===== config.mk =====
export PLATFORM = sky130hd
export DESIGN_NAME = chroma422_resampler
export DESIGN_NICKNAME = d
export VERILOG_FILES = /design/src/rtl/chroma422_pkg.sv /design/src/rtl/c422_pair_gather.sv /design/src/rtl/c422_pair_pack.sv /design/src/rtl/chroma422_resampler.sv
export SDC_FILE = /design/constraint.sdc
export NUM_CORES = 1
export LEC_CHECK = 0
export BUFFER_PORTS_ARGS = -buffer_cell sky130_fd_sc_hd__clkbuf_2
export CAP_MARGIN = 30
export CELL_PAD_IN_SITES_DETAIL_PLACEMENT = 2
export CELL_PAD_IN_SITES_GLOBAL_PLACEMENT = 2
export CORE_MARGIN = 2
export CORE_UTILIZATION = 30
export CTS_CLUSTER_SIZE = 24
export DETAILED_ROUTE_END_ITERATION = 10
export HOLD_SLACK_MARGIN = 0.03
export PLACE_DENSITY_LB_ADDON = 0.05
export REMOVE_ABC_BUFFERS = 1
export SETUP_SLACK_MARGIN = 0.2
export SLEW_MARGIN = 5
export SYNTH_ARGS = -nofsm -noshare
export SYNTH_HDL_FRONTEND = slang
export SYNTH_HIERARCHICAL = 1
export SYNTH_SLANG_ARGS = --single-unit
export TNS_END_PERCENT = 1

===== constraint.sdc =====
create_clock -name clk -period 4.3 [get_ports clk]
set_clock_uncertainty 0.15 [all_clocks]
set_input_delay 0.86 -clock clk [delete_from_list [all_inputs] [get_ports clk]]
set_output_delay 0.86 -clock clk [all_outputs]
set_load 0.02 [all_outputs]

===== src/rtl/chroma422_pkg.sv =====
`timescale 1ns/1ps
package chroma422_pkg;
    parameter int unsigned PIX_W = 8;
    localparam int unsigned WORD_W = 2 * PIX_W;
    localparam int unsigned ACC_W  = PIX_W + 2;

    typedef logic [PIX_W-1:0] samp_t;

    typedef struct packed {
        samp_t y;
        samp_t cb;
        samp_t cr;
    } pix_t;

    typedef struct packed {
        samp_t c;
        samp_t y;
    } word_t;

    typedef struct packed {
        word_t w;
        logic  sof;
        logic  eol;
    } beat_t;

    typedef struct packed {
        samp_t y_even;
        samp_t y_odd;
        samp_t cb_f;
        samp_t cr_f;
        logic  sof;
        logic  eol;
    } pair_t;

    typedef enum logic [1:0] {
        PK_IDLE,
        PK_FIRST,
        PK_SECOND
    } pk_state_e;

    // Quarter-half-quarter smoothing with round-half-up.
    function automatic samp_t tap3(samp_t l, samp_t m, samp_t r);
        logic [ACC_W-1:0] acc;
        acc = ACC_W'(l) + (ACC_W'(m) << 1) + ACC_W'(r) + ACC_W'(2);
        return acc[ACC_W-1:2];
    endfunction
endpackage


===== src/rtl/c422_pair_gather.sv =====
`timescale 1ns/1ps
module c422_pair_gather
    import chroma422_pkg::*;
(
    input  logic  clk,
    input  logic  rst,
    input  logic  in_valid,
    output logic  in_ready,
    input  pix_t  in_pix,
    input  logic  in_sof,
    input  logic  in_eol,
    output logic  pair_valid,
    input  logic  pair_ready,
    output pair_t pair
);
    pix_t  even_q;
    logic  even_v;
    logic  even_sof;
    logic  even_first;
    logic  line_start;
    samp_t prev_cb;
    samp_t prev_cr;
    samp_t left_cb;
    samp_t left_cr;
    logic  take_even;
    logic  take_pair;

    assign pair_valid = even_v && in_valid;
    assign in_ready   = !even_v || pair_ready;
    assign take_even  = !even_v && in_valid;
    assign take_pair  = pair_valid && pair_ready;

    // Edge replication on the first pair of a line.
    assign left_cb = even_first ? even_q.cb : prev_cb;
    assign left_cr = even_first ? even_q.cr : prev_cr;

    always_comb begin
        pair.y_even = even_q.y;
        pair.y_odd  = in_pix.y;
        pair.cb_f   = tap3(left_cb, even_q.cb, in_pix.cb);
        pair.cr_f   = tap3(left_cr, even_q.cr, in_pix.cr);
        pair.sof    = even_sof;
        pair.eol    = in_eol;
    end

    always_ff @(posedge clk) begin
        if (rst) begin
            even_q     <= '0;
            even_v     <= 1'b0;
            even_sof   <= 1'b0;
            even_first <= 1'b0;
            line_start <= 1'b1;
            prev_cb    <= '0;
            prev_cr    <= '0;
        end else if (take_even) begin
            even_q     <= in_pix;
            even_v     <= 1'b1;
            even_sof   <= in_sof;
            even_first <= line_start || in_sof;
        end else if (take_pair) begin
            even_v     <= 1'b0;
            prev_cb    <= in_pix.cb;
            prev_cr    <= in_pix.cr;
            line_start <= in_eol;
        end
    end


    even_hold_chk: assert property (@(posedge clk) disable iff (rst)
        (even_v && !take_pair) |=> (even_v && $stable(even_q)));
endmodule


===== src/rtl/c422_pair_pack.sv =====
`timescale 1ns/1ps
module c422_pair_pack
    import chroma422_pkg::*;
(
    input  logic               clk,
    input  logic               rst,
    input  logic               pair_valid,
    output logic               pair_ready,
    input  pair_t              pair,
    output logic               out_valid,
    input  logic               out_ready,
    output logic [WORD_W-1:0]  out_data,
    output logic               out_sof,
    output logic               out_eol
);
    pk_state_e st;
    beat_t     slot [2];
    beat_t     cur;
    logic      load;
    logic      in_second;

    assign in_second  = (st == PK_SECOND);
    assign pair_ready = (st == PK_IDLE) || (in_second && out_ready);
    assign load       = pair_valid && pair_ready;
    assign cur        = in_second ? slot[1] : slot[0];
    assign out_valid  = (st != PK_IDLE);
    assign out_data   = cur.w;
    assign out_sof    = cur.sof;
    assign out_eol    = cur.eol;

    always_ff @(posedge clk) begin
        if (rst) begin
            st      <= PK_IDLE;
            slot[0] <= '0;
            slot[1] <= '0;
        end else begin
            if (load) begin
                slot[0] <= '{w: '{c: pair.cb_f, y: pair.y_even}, sof: pair.sof, eol: 1'b0};
                slot[1] <= '{w: '{c: pair.cr_f, y: pair.y_odd},  sof: 1'b0,     eol: pair.eol};
            end
            unique case (st)
                PK_IDLE:   if (load) st <= PK_FIRST;
                PK_FIRST:  if (out_ready) st <= PK_SECOND;
                PK_SECOND: if (out_ready) st <= load ? PK_FIRST : PK_IDLE;
                default:   st <= PK_IDLE;
            endcase
        end
    end


    out_hold_chk: assert property (@(posedge clk) disable iff (rst)
        (out_valid && !out_ready) |=> (out_valid && $stable(out_data)
                                       && $stable(out_sof) && $stable(out_eol)));

    sof_phase_chk: assert property (@(posedge clk) disable iff (rst)
        (out_valid && out_sof) |-> !in_second);

    eol_phase_chk: assert property (@(posedge clk) disable iff (rst)
        (out_valid && out_eol) |-> in_second);
endmodule


===== src/rtl/chroma422_resampler.sv =====
`timescale 1ns/1ps
module chroma422_resampler
    import chroma422_pkg::*;
(
    input  logic               clk,
    input  logic               rst,
    input  logic               in_valid,
    output logic               in_ready,
    input  logic [PIX_W-1:0]   in_y,
    input  logic [PIX_W-1:0]   in_cb,
    input  logic [PIX_W-1:0]   in_cr,
    input  logic               in_sof,
    input  logic               in_eol,
    output logic               out_valid,
    input  logic               out_ready,
    output logic [WORD_W-1:0]  out_data,
    output logic               out_sof,
    output logic               out_eol
);
    pix_t  pix;
    pair_t pair;
    logic  pair_valid;
    logic  pair_ready;

    assign pix = '{y: in_y, cb: in_cb, cr: in_cr};

    c422_pair_gather u_gather (
        .clk        (clk),
        .rst        (rst),
        .in_valid   (in_valid),
        .in_ready   (in_ready),
        .in_pix     (pix),
        .in_sof     (in_sof),
        .in_eol     (in_eol),
        .pair_valid (pair_valid),
        .pair_ready (pair_ready),
        .pair       (pair)
    );

    c422_pair_pack u_pack (
        .clk        (clk),
        .rst        (rst),
        .pair_valid (pair_valid),
        .pair_ready (pair_ready),
        .pair       (pair),
        .out_valid  (out_valid),
        .out_ready  (out_ready),
        .out_data   (out_data),
        .out_sof    (out_sof),
        .out_eol    (out_eol)
    );


    pair_latency_chk: assert property (@(posedge clk) disable iff (rst)
        (pair_valid && pair_ready) |=> out_valid);
endmodule


# Yosys cells after proc, flatten, opt, wreduce, memory -nomap -nowiden
# Memory sizes are Yosys's and may differ from the RTL's.
# Cells that the tools add are included.
[totals]
ff_bits = 46
ramBits = 36
in_bits = 30
out_inout_bits = 20
n_memories = 1
word_cells = 55
[op_classes]
reduce_logical = 13
mux = 17
bitwise = 3
n_addsub = 6
n_eq_ne = 5
[mem_list]
columns = ["memory", "depth", "width", "read_ports", "rd_ports_with_merged_regs", "write_ports", "line_no", "text"]
rows = [
  ["u_pack.slot", 2, 18, 2, 0, 2, "c422_pair_pack.sv:17", "beat_t slot [2];"],
]
[op_table]
columns = ["op", "n"]
rows = [
  ["$mux 18", 3],
  ["$add 10x2->10 const B", 2],
  ["$add 10x8->10", 2],
  ["$add 8x9->10", 2],
  ["$mux 8", 2],
  ["$mux 1", 8],
  ["$mux 2", 3],
  ["$pmux 2 s3", 1],
  ["$logic_and 1x1->1", 4],
  ["$ne 2x2->1 const B", 2],
  ["$reduce_bool 2->1", 2],
  ["$logic_or 1x1->1", 3],
  ["$reduce_and 3->1", 1],
  ["$eq 2x1->1 const B", 1],
  ["$eq 2x2->1 const B", 1],
  ["$logic_not 2->1", 1],
  ["$ne 2x1->1 const B", 1],
  ["$or 1x1->1", 2],
  ["$reduce_and 2->1", 1],
  ["$logic_not 1->1", 1],
  ["$not 1->1", 1],
]

# Longest topological paths before layout
# Gate-level depths: netlist of the first run.
[depth]
word_depth = 8
depth_mapped = 11
mapped_depth_nobuf = 9

# Cells and area by module
# Netlist of the first run, hierarchy kept.
[by_module_without_submodules]
columns = ["module", "n_inst", "area_each_um2", "cells_per_inst", "seq_area_each_um2"]
rows = [
  ["c422_pair_gather", 1, 2862.7, 347, 880.8],
  ["c422_pair_pack", 1, 1803.0, 114, 1061.0],
]

# Worst setup path after synthesis of the first run
# Ideal clock, no wire load.
[synth_path]
path_type = "input to register"
startpoint = "input in_valid"
endpoint = "memory u_pack/slot[0][10] (netlist bit) (enable)"
n_path_buf = 2
arrival_time_ns = 2.927
required_ns = 3.718
setup_time_ns = 0.432
slack_ns = 0.791
stages = 5
path_cell_list = "and2_1 > nand2b_1 > buf_6 > buf_6 > o21bai_1"
[synth_rtl]
columns = ["item", "line_no", "text"]
rows = [
  ["start, declared", "chroma422_resampler.sv:7", "input logic in_valid,"],
  ["end, declared", "c422_pair_pack.sv:17", ""],
]

==> summary.md, run 1 <==
| Metric | Value |
|---|---|
| Seq pwr share | about two fifths |
| DR pass1 iterations | 4 |
| Commonest non-fill, non-tap cell in the layout | nand2_1 |
| Grt ovf | 0 |
| FMAX | between 0.2 and 0.3 GHz |
| Worst R2R Start | u_gather/even_first$_SDFFE_PP0P_ |
| Port-buffer cells | 49 |
| DRT iter0 DRCs | 161 |
| WL/cell | about 18 um |
| HPWL after DPL | 8350 um |
| Total Nets Final | 543 |
| Int Power | between 1.5 and 2 mW |
| Commonest cells after routing, fill and taps aside | 91 x nand2_1, 50 x a21oi_1, 48 x clkbuf_2 |
| YS warnings | 6 |
| Final Hold Viols | 0 |
| CTS tree | done |
| Largest net degree at the start of global routing | 37 |
| Final Power | between 2 and 2.5 mW |
| Vias | between 3000 and 4000 |
| Fillers | about 1700 |
| CTS Hold Bufs | 0 |
| Status | finished clean |
| Layout cells sized above 1 | about a quarter |
| Setup CP Type | flip-flop to flip-flop |
| Synthesized instance count | 461 |
| Vias in the first global route | about 3600 |
| Antenna Nets Post-Route | 0 |
| Initial core utilization | between 30% and 40% |
| Synth Cell Area | approximately 0.0047 sq mm |
| First-pass GRT wire length | 19400 um |
| Later-pin clock latency in the skew report | about 0.34 ns |
| Setup Buffers After CTS | 0 |
| Crit end category | flip-flop |
| Routed WL | approximately 12000 um |
| CP Max Fanout | 10 |
| TritonCTS Sinks | 80 |
| Worst hold-check path type | flip-flop to flip-flop |
| DRC Markers | 0 |
| Drt via density | about 5.1 |
| Yosys top cell area share | 21.9% |
| Initial antenna violation count | 0 |
| Final Max Slew Viols | 0 |
| Fin Setup TNS | 0 ns |
| ANT cells | 0 |
| Area growth syn-to-layout | 12.8% |
| RSZ-0062 raised after global routing | false |
| R2R depth | 9 |
| Core area | between 0.015 and 0.02 sq mm |
| Synth cell types | 50 |
| Final setup violation count | 0 |
| Part of the Yosys area used for sequential elements | 41.6% |
| Post-synth ARST share | 0% |
| Reg clk slew, reported paths | ~0.070 ns |
| DIE WIDTH | ~130 um |
| Reg2reg setup slack | around 0.73 ns |
| Power Dens Cells | slightly above 400 mW/mm^2 |
| Synth Flop Type | dfxtp_1 |
| Synth area leaders | edfxtp_1 22%, dfxtp_1 20%, nand2_1 7.3%, nor4b_1 6.0%, a21oi_1 5.4% |
| Crit path from | u_gather/even_first$_SDFFE_PP0P_ |
| Clock Tree Buf Depth | 2 |
| I/O Pins | 50 |
| Clock share of power | approximately 40% |
| Die Ht | approximately 130 um |
| Critical Path AT | between 3 and 4 ns |
| Tcrit/Tclk final | roughly 83% |
| Worst slew pin tran | approximately 0.52 ns |
| P_sw | a little over 600 uW |
| Gp weighted congestion | between 0.7 and 0.8 |
| Max Cap Viol | 0 |
| Combinational power share | between 10% and 20% |
| Post-layout min period | between 3 and 4 ns |
| CTS buffer count | 9 |
| Worst endpoint required time | ~4.2 ns |
| Area leader, netlist | edfxtp_1 |
| CP Capture Point | u_pack/slot[0][17]$_SDFFCE_PN0P_ |
| Syn_area_per_cell | between 10 and 15 sq um |
| Row count | 45 |
| Post-cts sizing count | 0 |
| Peak supply drop | 0.180 mV |
| Die area | roughly 0.017 sq mm |
| R2R Path End | u_pack/slot[0][17]$_SDFFCE_PN0P_ |
| Clock H-tree levels | 3 |
| Rel. slew slack | between 60% and 70% |
| All-Layer GR Usage | between 15 and 20% |
| Leak | about 2.1 nW |
| EDFF count, synth | 34 |
| CTS root buffer | clkbuf_16 |
| Sw frac | between 20% and 30% |
| CP startpoint kind | flip-flop |
| Yosys reg bits | 80 |
-- flip-flops by register name, indices dropped and copies added, names as in the netlist --
register	flops
u_pack/st	2
u_gather/line_start	1
u_gather/even_q	16
u_gather/pair	8
u_gather/even_v	1
u_gather/even_first	1
u_gather/prev_cb	8
u_gather/prev_cr	8
u_gather/even_sof	1
u_pack/slot	34
-- metrics by stage --
stage | util (%) | hold slack (ns) | setup WS [ns] | cell area [sq um] | instances
after floorplan | - | 0.276 | 0.253 | 4320 | 411
after global placement | 32.1 | 0.287 | 0.848 | 4890 | 657
after detailed placement | 32.4 | 0.298 | 0.735 | 4920 | 659
after CTS | 34.5 | 0.308 | 0.709 | 5250 | 675
after global routing | 34.6 | 0.332 | 0.475 | 5270 | 676
final | 34.6 | 0.307 | 0.735 | 5270 | 676
-- per-layer routing --
metal | vias to the layer above | share of wire, % | global-route usage [%] | wire [um]
li1 | 1660 | - | - | -
met5 | - | 0 | 0 | 0
met4 | 0 | 1.5 | 5.56 | 182
met2 | 40 | 48 | 26.0 | 5760
met1 | 1721 | 48 | 19.8 | 5800
met3 | 10 | 2.3 | 2.33 | 278
-- cells by family (layout without fill, tap and decap cells) --
family | Yosys count | count (layout) | synth area share, %
compound gates | 78 | 78 | 10.5
xor+xnor | 8 | 8 | 1.50
fa+ha+maj | 30 | 30 | 9.98
buf+inv | 63 | 90 | 8.50
flops | 80 | 80 | 41.6
mux | 32 | 32 | 8.47
simple gates | 170 | 170 | 19.4
-- cell usage after synthesis, drive strengths merged (3+ instances only) --
library cell  number
nor4b             34
nand3              3
nand3b             3
nor3               5
nand2             91
mux2              30
ha                18
and2               4
edfxtp            34
xor2               3
a21o               5
buf               33
xnor2              5
nand2b             7
dfxtp             46
inv               13
nor2b              6
or3                3
fa                12
clkbuf            17
a21oi             50
nor2              10
-- power by group through the flow --
stage	Sequential (mW)	Combinational [mW]	Clock, mW
2_1_floorplan	0.875	0.278	0
5_1_grt	0.869	0.475	0.919
6_report	0.863	0.420	0.854
3_3_place_gp	0.880	0.414	0
4_1_cts	0.864	0.431	0.881
3_5_place_dp	0.881	0.429	0
-- worst max-delay path: stages (launching register included) --
cell	delay, ns
dfxtp_1	0.50
buf_4	0.27
mux2_2	0.36
fa_1	0.44
ha_1	0.39
and2_1	0.21
a41o_1	0.28
o21a_1	0.19
or3_1	0.35
nor4b_1	0.15
-- worst min path at each step --
stage / endpoint / start / depth (start not counted)
6_report: u_gather/pair[28]$_SDFFE_PP0P_ / u_gather/pair[28]$_SDFFE_PP0P_ / 2
5_1_grt: u_gather/pair[28]$_SDFFE_PP0P_ / u_gather/pair[28]$_SDFFE_PP0P_ / 2
4_1_cts: u_gather/pair[28]$_SDFFE_PP0P_ / u_gather/pair[28]$_SDFFE_PP0P_ / 2
3_5_place_dp: u_gather/pair[28]$_SDFFE_PP0P_ / u_gather/pair[28]$_SDFFE_PP0P_ / 2
3_3_place_gp: u_gather/pair[26]$_SDFFE_PP0P_ / u_gather/pair[26]$_SDFFE_PP0P_ / 2
2_1_floorplan: u_gather/even_sof$_SDFFE_PP0P_ / u_gather/even_sof$_SDFFE_PP0P_ / 2
-- layout make-up --
cell class | count | area [sq um] | area share [%]
Tap cell | 188 | 235 | 4.47
Inverter | 13 | 48.8 | 0.927
Clock inverter | 7 | 103 | 1.95
Multi-Input combinational cell | 318 | 2350 | 44.6
Clock buffer | 9 | 225 | 4.28
Sequential cell | 80 | 1940 | 36.9
Timing Repair Buffer | 61 | 363 | 6.89
(Power assumes the default switching activity.)
==> run 2, diff against run 1 <==
clock period = 3.2 ns   (was 4.3 ns; I/O delays follow)
==> summary.md, run 2 (same netlist as run 1, synthesis figures left out) <==
| Metric | Value |
|---|---|
| I/O Pins | 50 (unchanged) |
| Status | finished with violations |
| Commonest non-fill, non-tap cell in the layout | nand2_1 |
| Seq. cell area | 0.00194 sq mm (about the same) |
| Fillers | 1637 (-3.1%) |
| Clock Tree Buf Depth | 2 (unchanged) |
| Row count | 45 (unchanged) |
| DIE WIDTH | 129 um (unchanged) |
| Crit end category | flip-flop |
| Multi-input logic area | 0.00248 sq mm (+5.8%) |
| Met3 WL | 294 um (+5.8%) |
| TritonCTS Sinks | 80 (unchanged) |
| HPWL after DPL | 9070 um (+8.6%) |
| Largest net degree at the start of global routing | 36 (-2.7%) |
| Area post-placement | 0.00513 sq mm (+4.3%) |
| CP startpoint kind | flip-flop |
| ANT cells | 0 (unchanged) |
| Worst hold-check path type | flip-flop to flip-flop |
| Final Max Slew Viols | 0 (unchanged) |
| Final Hold Viols | 0 (unchanged) |
| Grt ovf | 0 (unchanged) |
| Post-layout min period | 3.22 ns (-0.345 ns) |
| Gp weighted congestion | 0.795 (+1.4%) |
| WL/cell | 18.3 um (+2.9%) |
| Placed instance count | 685 (+3.9%) |
| Core area | 0.0152 sq mm (unchanged) |
| Cell Chain, Critical Path | buf_12 > mux2_2 > fa_1 > ha_4 > a21o_1 > a22o_1 > o311a_1 > or3_1 > nor4b_1 |
| Leak | 2.30 nW (+7.3%) |
| Critical Path AT | 3.14 ns (-0.35 ns) |
| Max reg flops | 34 (unchanged) |
| Post-layout util | 37.0% (+2.3 points) |
| DR pass1 iterations | 4 (unchanged) |
| Power Dens Cells | 531 mW/mm^2 (+31%) |
| Rel. slew slack | 54.7% (-11 points) |
| Routed WL | 12900 um (+7.1%) |
| Setup CP Type | flip-flop to flip-flop |
| DRC Markers | 0 (unchanged) |
| DR top layer | met4 |
| Worst endpoint required time | 3.12 ns (-1.10 ns) |
| CTS root buffer | clkbuf_16 |
| CTS Hold Bufs | 0 (unchanged) |
| FMAX | 0.311 GHz (+11%) |
| Commonest cells after routing, fill and taps aside | 91 x nand2_1, 48 x clkbuf_2, 47 x a21oi_1 |
| Final setup violation count | 1 (+1) |
| Max Cap Viol | 0 (unchanged) |
| PnR worst setup slack | -0.0199 ns (-0.755 ns) |
| Antenna Nets Post-Route | 0 (unchanged) |
| CTS tree | done |
| Drt via density | 5.00 (-1.5%) |
| Metal2 WL | 6450 um (+12%) |
| Die area | 0.0166 sq mm (unchanged) |
| Most flop-heavy register | u_pack/slot |
| Tcrit/Tclk final | 101% (+18 points) |
| First-pass GRT wire length | 20600 um (+6.1%) |
| Peak supply drop | 0.253 mV (+41%) |
| Vias | 3521 (+2.6%) |
| Slowest-stage cell, CP | fa_1 |
| DRT iter0 DRCs | 128 (-20%) |
| Total Nets Final | 571 (+5.2%) |
| Later-pin clock latency in the skew report | 0.34 ns (about the same) |
| All-Layer GR Usage | 16.1% (+0.84 points) |
| RSZ-0062 raised after global routing | true |
| Met1 WL | 5980 um (+3.1%) |
| CTS buffer count | 9 (unchanged) |
| Initial core utilization | 30.7% (unchanged) |
| Area growth syn-to-layout | 20.5% |
| Failing checks | negative setup slack |
| Clock H-tree levels | 3 (unchanged) |
| Fin Setup TNS | -0.0199 ns (-0.0199 ns) |
| Non-Filler Instances | 704 (+4.1%) |
| Layout cells sized above 1 | 30.8% (+7.0 points) |
| Largest registers | u_pack/slot (34), u_gather/even_q (16) |
| Worst slew pin tran | 0.680 ns (+0.158 ns) |
| Crit-path max cell delay | 0.53 ns (+0.03 ns) |
| Vias in the first global route | 3925 (+8.3%) |
| CP Max Fanout | 5 (-5) |
| Initial antenna violation count | 0 (unchanged) |
| Port-buffer cells | 49 (unchanged) |
| Reg clk slew, reported paths | 0.06 ns (about the same) |
| Die Ht | 129 um (unchanged) |
| Post-route cell area | 0.00562 sq mm (+6.8%) |
## run 2: cell count changes in the layout (fill, tap and decap cells not counted), moves of 2 or more
| cell | change |
|---|---|
| a21oi_1 | -3 |
| inv_6 | -2 |
| ha_4 | +3 |
| buf_4 | +27 |
| a21oi_4 | +2 |
| buf_8 | -2 |
| nor4b_1 | -4 |
| nor4b_2 | +3 |
| ha_1 | -3 |
| buf_12 | +2 |
## run 2: metal layers
layer | vias to the layer above | global-route usage (%)
li1 | 1715 | -
met1 | 1751 | 20.6
met2 | 45 | 28.1
met3 | 10 | 2.41
met4 | 0 | 5.18
met5 | - | 0
## run 2: critical path, delay by kind of cell, from the launching register on
| family | cells | cell delay, ns |
|---|---|---|
| AOI/OAI and AO/OA | 3 | 0.78 |
| adders and majority gates | 2 | 0.74 |
| and+or+nand+nor | 2 | 0.47 |
| DFF | 1 | 0.35 |
| muxes | 1 | 0.33 |
| buffers and inverters | 1 | 0.12 |
## run 2: final cells by class
class	instances	share of cell area, %
clock inverters	6	1.67
clock buffers	10	4.07
flip-flops and latches	80	34.6
well taps	188	4.18
multi-input cells	318	44.2
repair buffers	89	10.4
inverters	13	0.868
## run 2: stage by stage
step	hold WS [ns]	power, mW	worst slack [ns]
6_report	0.308	2.99	-0.0199
5_1_grt	0.334	3.14	-0.0965
4_1_cts	0.314	3.00	0.0103
3_5_place_dp	0.299	1.83	-0.0935
3_3_place_gp	0.288	1.81	-0.0276
2_1_floorplan	0.276	1.55	-0.627
## run 2: worst paths after layout
path,cells past startpoint,from,slack [ns],end
setup reg to reg,9,u_gather/even_first$_SDFFE_PP0P_,-0.02,u_pack/slot[0][35]$_SDFFCE_PN0P_
hold reg to reg,2,u_gather/prev_cr[6]$_SDFFE_PP0P_,0.31,u_gather/prev_cr[6]$_SDFFE_PP0P_
setup / recovery,9,u_gather/even_first$_SDFFE_PP0P_,-0.02,u_pack/slot[0][35]$_SDFFCE_PN0P_
hold / removal,2,u_gather/prev_cr[6]$_SDFFE_PP0P_,0.31,u_gather/prev_cr[6]$_SDFFE_PP0P_
## run 2: timing repair
| item | in CTS | in global routing |
|---|---|---|
| pin swaps | 7 | 9 |
| setup buffers | 1 | 2 |
| resized for setup | 10 | 12 |
| setup endpoints to repair | 12 | 13 |
## run 2: where the power goes
group	total (mW)	switching (mW)	internal, mW
combinational	0.701	0.369	0.332
clock	1.13	0.439	0.688
sequential	1.16	0.0332	1.13
total	2.99	0.841	2.15
==> run 3, diff against run 2 <==
clock period = 2.74 ns   (was 3.2 ns; I/O delays follow)
==> summary.md, run 3 (same netlist as run 1, synthesis figures left out) <==
| Metric | Value |
|---|---|
| Final Hold Viols | 0 (unchanged) |
| Final Power | 3.37 mW (+13%) |
| Critical Path AT | 3.01 ns (-0.13 ns) |
| Leak | 2.42 nW (+5.2%) |
| Largest net degree at the start of global routing | 81 (+130%) |
| Placed instance count | 714 (+4.2%) |
| PnR worst setup slack | -0.355 ns (-0.336 ns) |
| Port-buffer cells | 49 (unchanged) |
| Peak supply drop | 0.263 mV (+3.8%) |
| Reg clk slew, reported paths | 0.06 ns (about the same) |
| Initial antenna violation count | 0 (unchanged) |
| Setup slack at placement | -0.554 ns (-0.461 ns) |
| Row count | 45 (unchanged) |
| Gp weighted congestion | 0.759 (-4.6%) |
| Clock Tree Buf Depth | 2 (unchanged) |
| Post-layout util | 38.7% (+1.7 points) |
| Power Dens Cells | 574 mW/mm^2 (+8.0%) |
| CP startpoint kind | flip-flop |
| Post-layout min period | 3.10 ns (-0.124 ns) |
| Grt ovf | 0 (unchanged) |
| Later-pin clock latency in the skew report | 0.34 ns (about the same) |
| RSZ-0062 raised after global routing | true |
| HPWL after DPL | 9410 um (+3.8%) |
| Clock H-tree levels | 3 (unchanged) |
| DIE WIDTH | 129 um (unchanged) |
| All-Layer GR Usage | 17.3% (+1.2 points) |
| Commonest cells after routing, fill and taps aside | 91 x nand2_1, 59 x buf_4, 48 x clkbuf_2 |
| I/O Pins | 50 (unchanged) |
| R2R depth | 10 (+1) |
| DR pass1 iterations | 7 (+3) |
| Total Nets Final | 598 (+4.7%) |
| Area growth syn-to-layout | 25.9% |
| CP Max Fanout | 5 (unchanged) |
| Worst R2R Start | u_gather/even_first$_SDFFE_PP0P_ |
| Core area | 0.0152 sq mm (unchanged) |
| CTS buffer count | 9 (unchanged) |
| R2R Path End | u_pack/slot[0][17]$_SDFFCE_PN0P_ |
| Status | finished with violations |
| Setup CP Type | flip-flop to flip-flop |
| Worst min-delay path endpoint | u_gather/pair[31]$_SDFFE_PP0P_ |
| Worst slew pin tran | 0.648 ns (-0.0314 ns) |
| Rel. slew slack | 56.8% (+2.1 points) |
| Antenna Nets Post-Route | 0 (unchanged) |
| Worst hold-check path type | primary input to flip-flop |
| Drt via density | 5.06 (+1.1%) |
| First-pass GRT wire length | 22000 um (+6.7%) |
| DRT iter0 DRCs | 114 (-11%) |
| Worst endpoint required time | 2.65 ns (-0.47 ns) |
| Reg2reg setup slack | -0.36 ns (-0.34 ns) |
| Beginning of the worst hold path | in_y[5] |
| Crit end category | flip-flop |
| Largest registers | u_pack/slot (34), u_gather/even_q (16) |
| Vias in the first global route | 4157 (+5.9%) |
| Final Max Slew Viols | 0 (unchanged) |
| Tcrit/Tclk final | 113% (+12 points) |
| FMAX | 0.323 GHz (+4.0%) |
| Initial core utilization | 30.7% (unchanged) |
| TritonCTS Sinks | 80 (unchanged) |
| Vias | 3698 (+5.0%) |
| CTS Hold Bufs | 0 (unchanged) |
| Max reg flops | 34 (unchanged) |
| Die Ht | 129 um (unchanged) |
| Die area | 0.0166 sq mm (unchanged) |
| Most flop-heavy register | u_pack/slot |
| Routed WL | 13500 um (+4.8%) |
| Hold Path Depth | 3 (+1) |
| ANT cells | 0 (unchanged) |
| Layout cells sized above 1 | 35.7% (+4.9 points) |
| CTS tree | done |
| Final setup violation count | 12 (+11) |
| CTS root buffer | clkbuf_16 |
| Failing checks | negative setup slack |
| WL/cell | 18.5 um (+0.95%) |
| Max Cap Viol | 0 (unchanged) |
| Non-Filler Instances | 731 (+3.8%) |
| DRC Markers | 0 (unchanged) |
| Commonest non-fill, non-tap cell in the layout | nand2_1 |
-- run 3: changes by cell type in the layout (fill, tap and decap cells not counted), sizes merged --
cell      change
clkinvlp      +2
bufinv        -2
buf          +27
-- run 3: worst max path at each step --
stage	to	start
final	u_pack/slot[0][17]$_SDFFCE_PN0P_	u_gather/even_first$_SDFFE_PP0P_
after global routing	u_pack/slot[0][17]$_SDFFCE_PN0P_	u_gather/even_first$_SDFFE_PP0P_
after CTS	u_pack/slot[0][32]$_SDFFCE_PN0P_	u_gather/even_first$_SDFFE_PP0P_
after floorplan	u_pack/slot[0][10]$_SDFFCE_PN0P_	out_ready
after detailed placement	u_pack/slot[0][13]$_SDFFCE_PN0P_	u_gather/even_first$_SDFFE_PP0P_
after global placement	u_pack/slot[0][16]$_SDFFCE_PN0P_	u_gather/even_first$_SDFFE_PP0P_
-- run 3: cell type report --
class / instances / area, sq um
clock buffer: 10 / 229
sequential: 80 / 1950
tap: 188 / 235
fill: 1634 / 9330
timing repair buffer: 116 / 805
inverter: 13 / 48.8
clock inverter: 6 / 36.3
multi-input combinational: 318 / 2580
-- run 3: metal layers --
layer,part of all wire [%],GRT usage [%],vias to the layer above
met5,0,0,-
met4,1.5,5.63,0
met3,2.2,2.29,13
met2,52,31.5,51
met1,44,21.1,1867
li1,-,-,1767
-- run 3: worst max-delay path, cell delays in order (launching register included) --
cell     delay (ns)
dfxtp_4        0.38
buf_6          0.13
mux2_4         0.30
fa_1           0.57
ha_4           0.22
buf_6          0.13
a21oi_4        0.17
a21oi_4        0.09
o21a_1         0.21
or3_1          0.33
nor4b_1        0.15
-- run 3: repair_timing --
action / CTS / global route
buffers inserted: 0 / 1
resized for setup: 21 / 16
setup endpoints to repair: 16 / 19
pin swaps: 13 / 5
-- run 3: stage by stage --
stage	hold slack, ns	TNS, ns	instance area (sq um)
global placement	0.287	-4.50	5350
floorplan	0.276	-42.26	4320
finish	0.302	-3.45	5880
CTS	0.290	-3.70	5780
global route	0.308	-4.92	5880
detailed placement	0.298	-5.59	5350
-- run 3: report_power, final --
part           switching (mW)  internal [mW]  total (mW)
clock network           0.495          0.608        1.10
logic                   0.468          0.454       0.921
registers              0.0342           1.32        1.35
total                   0.996           2.38        3.37
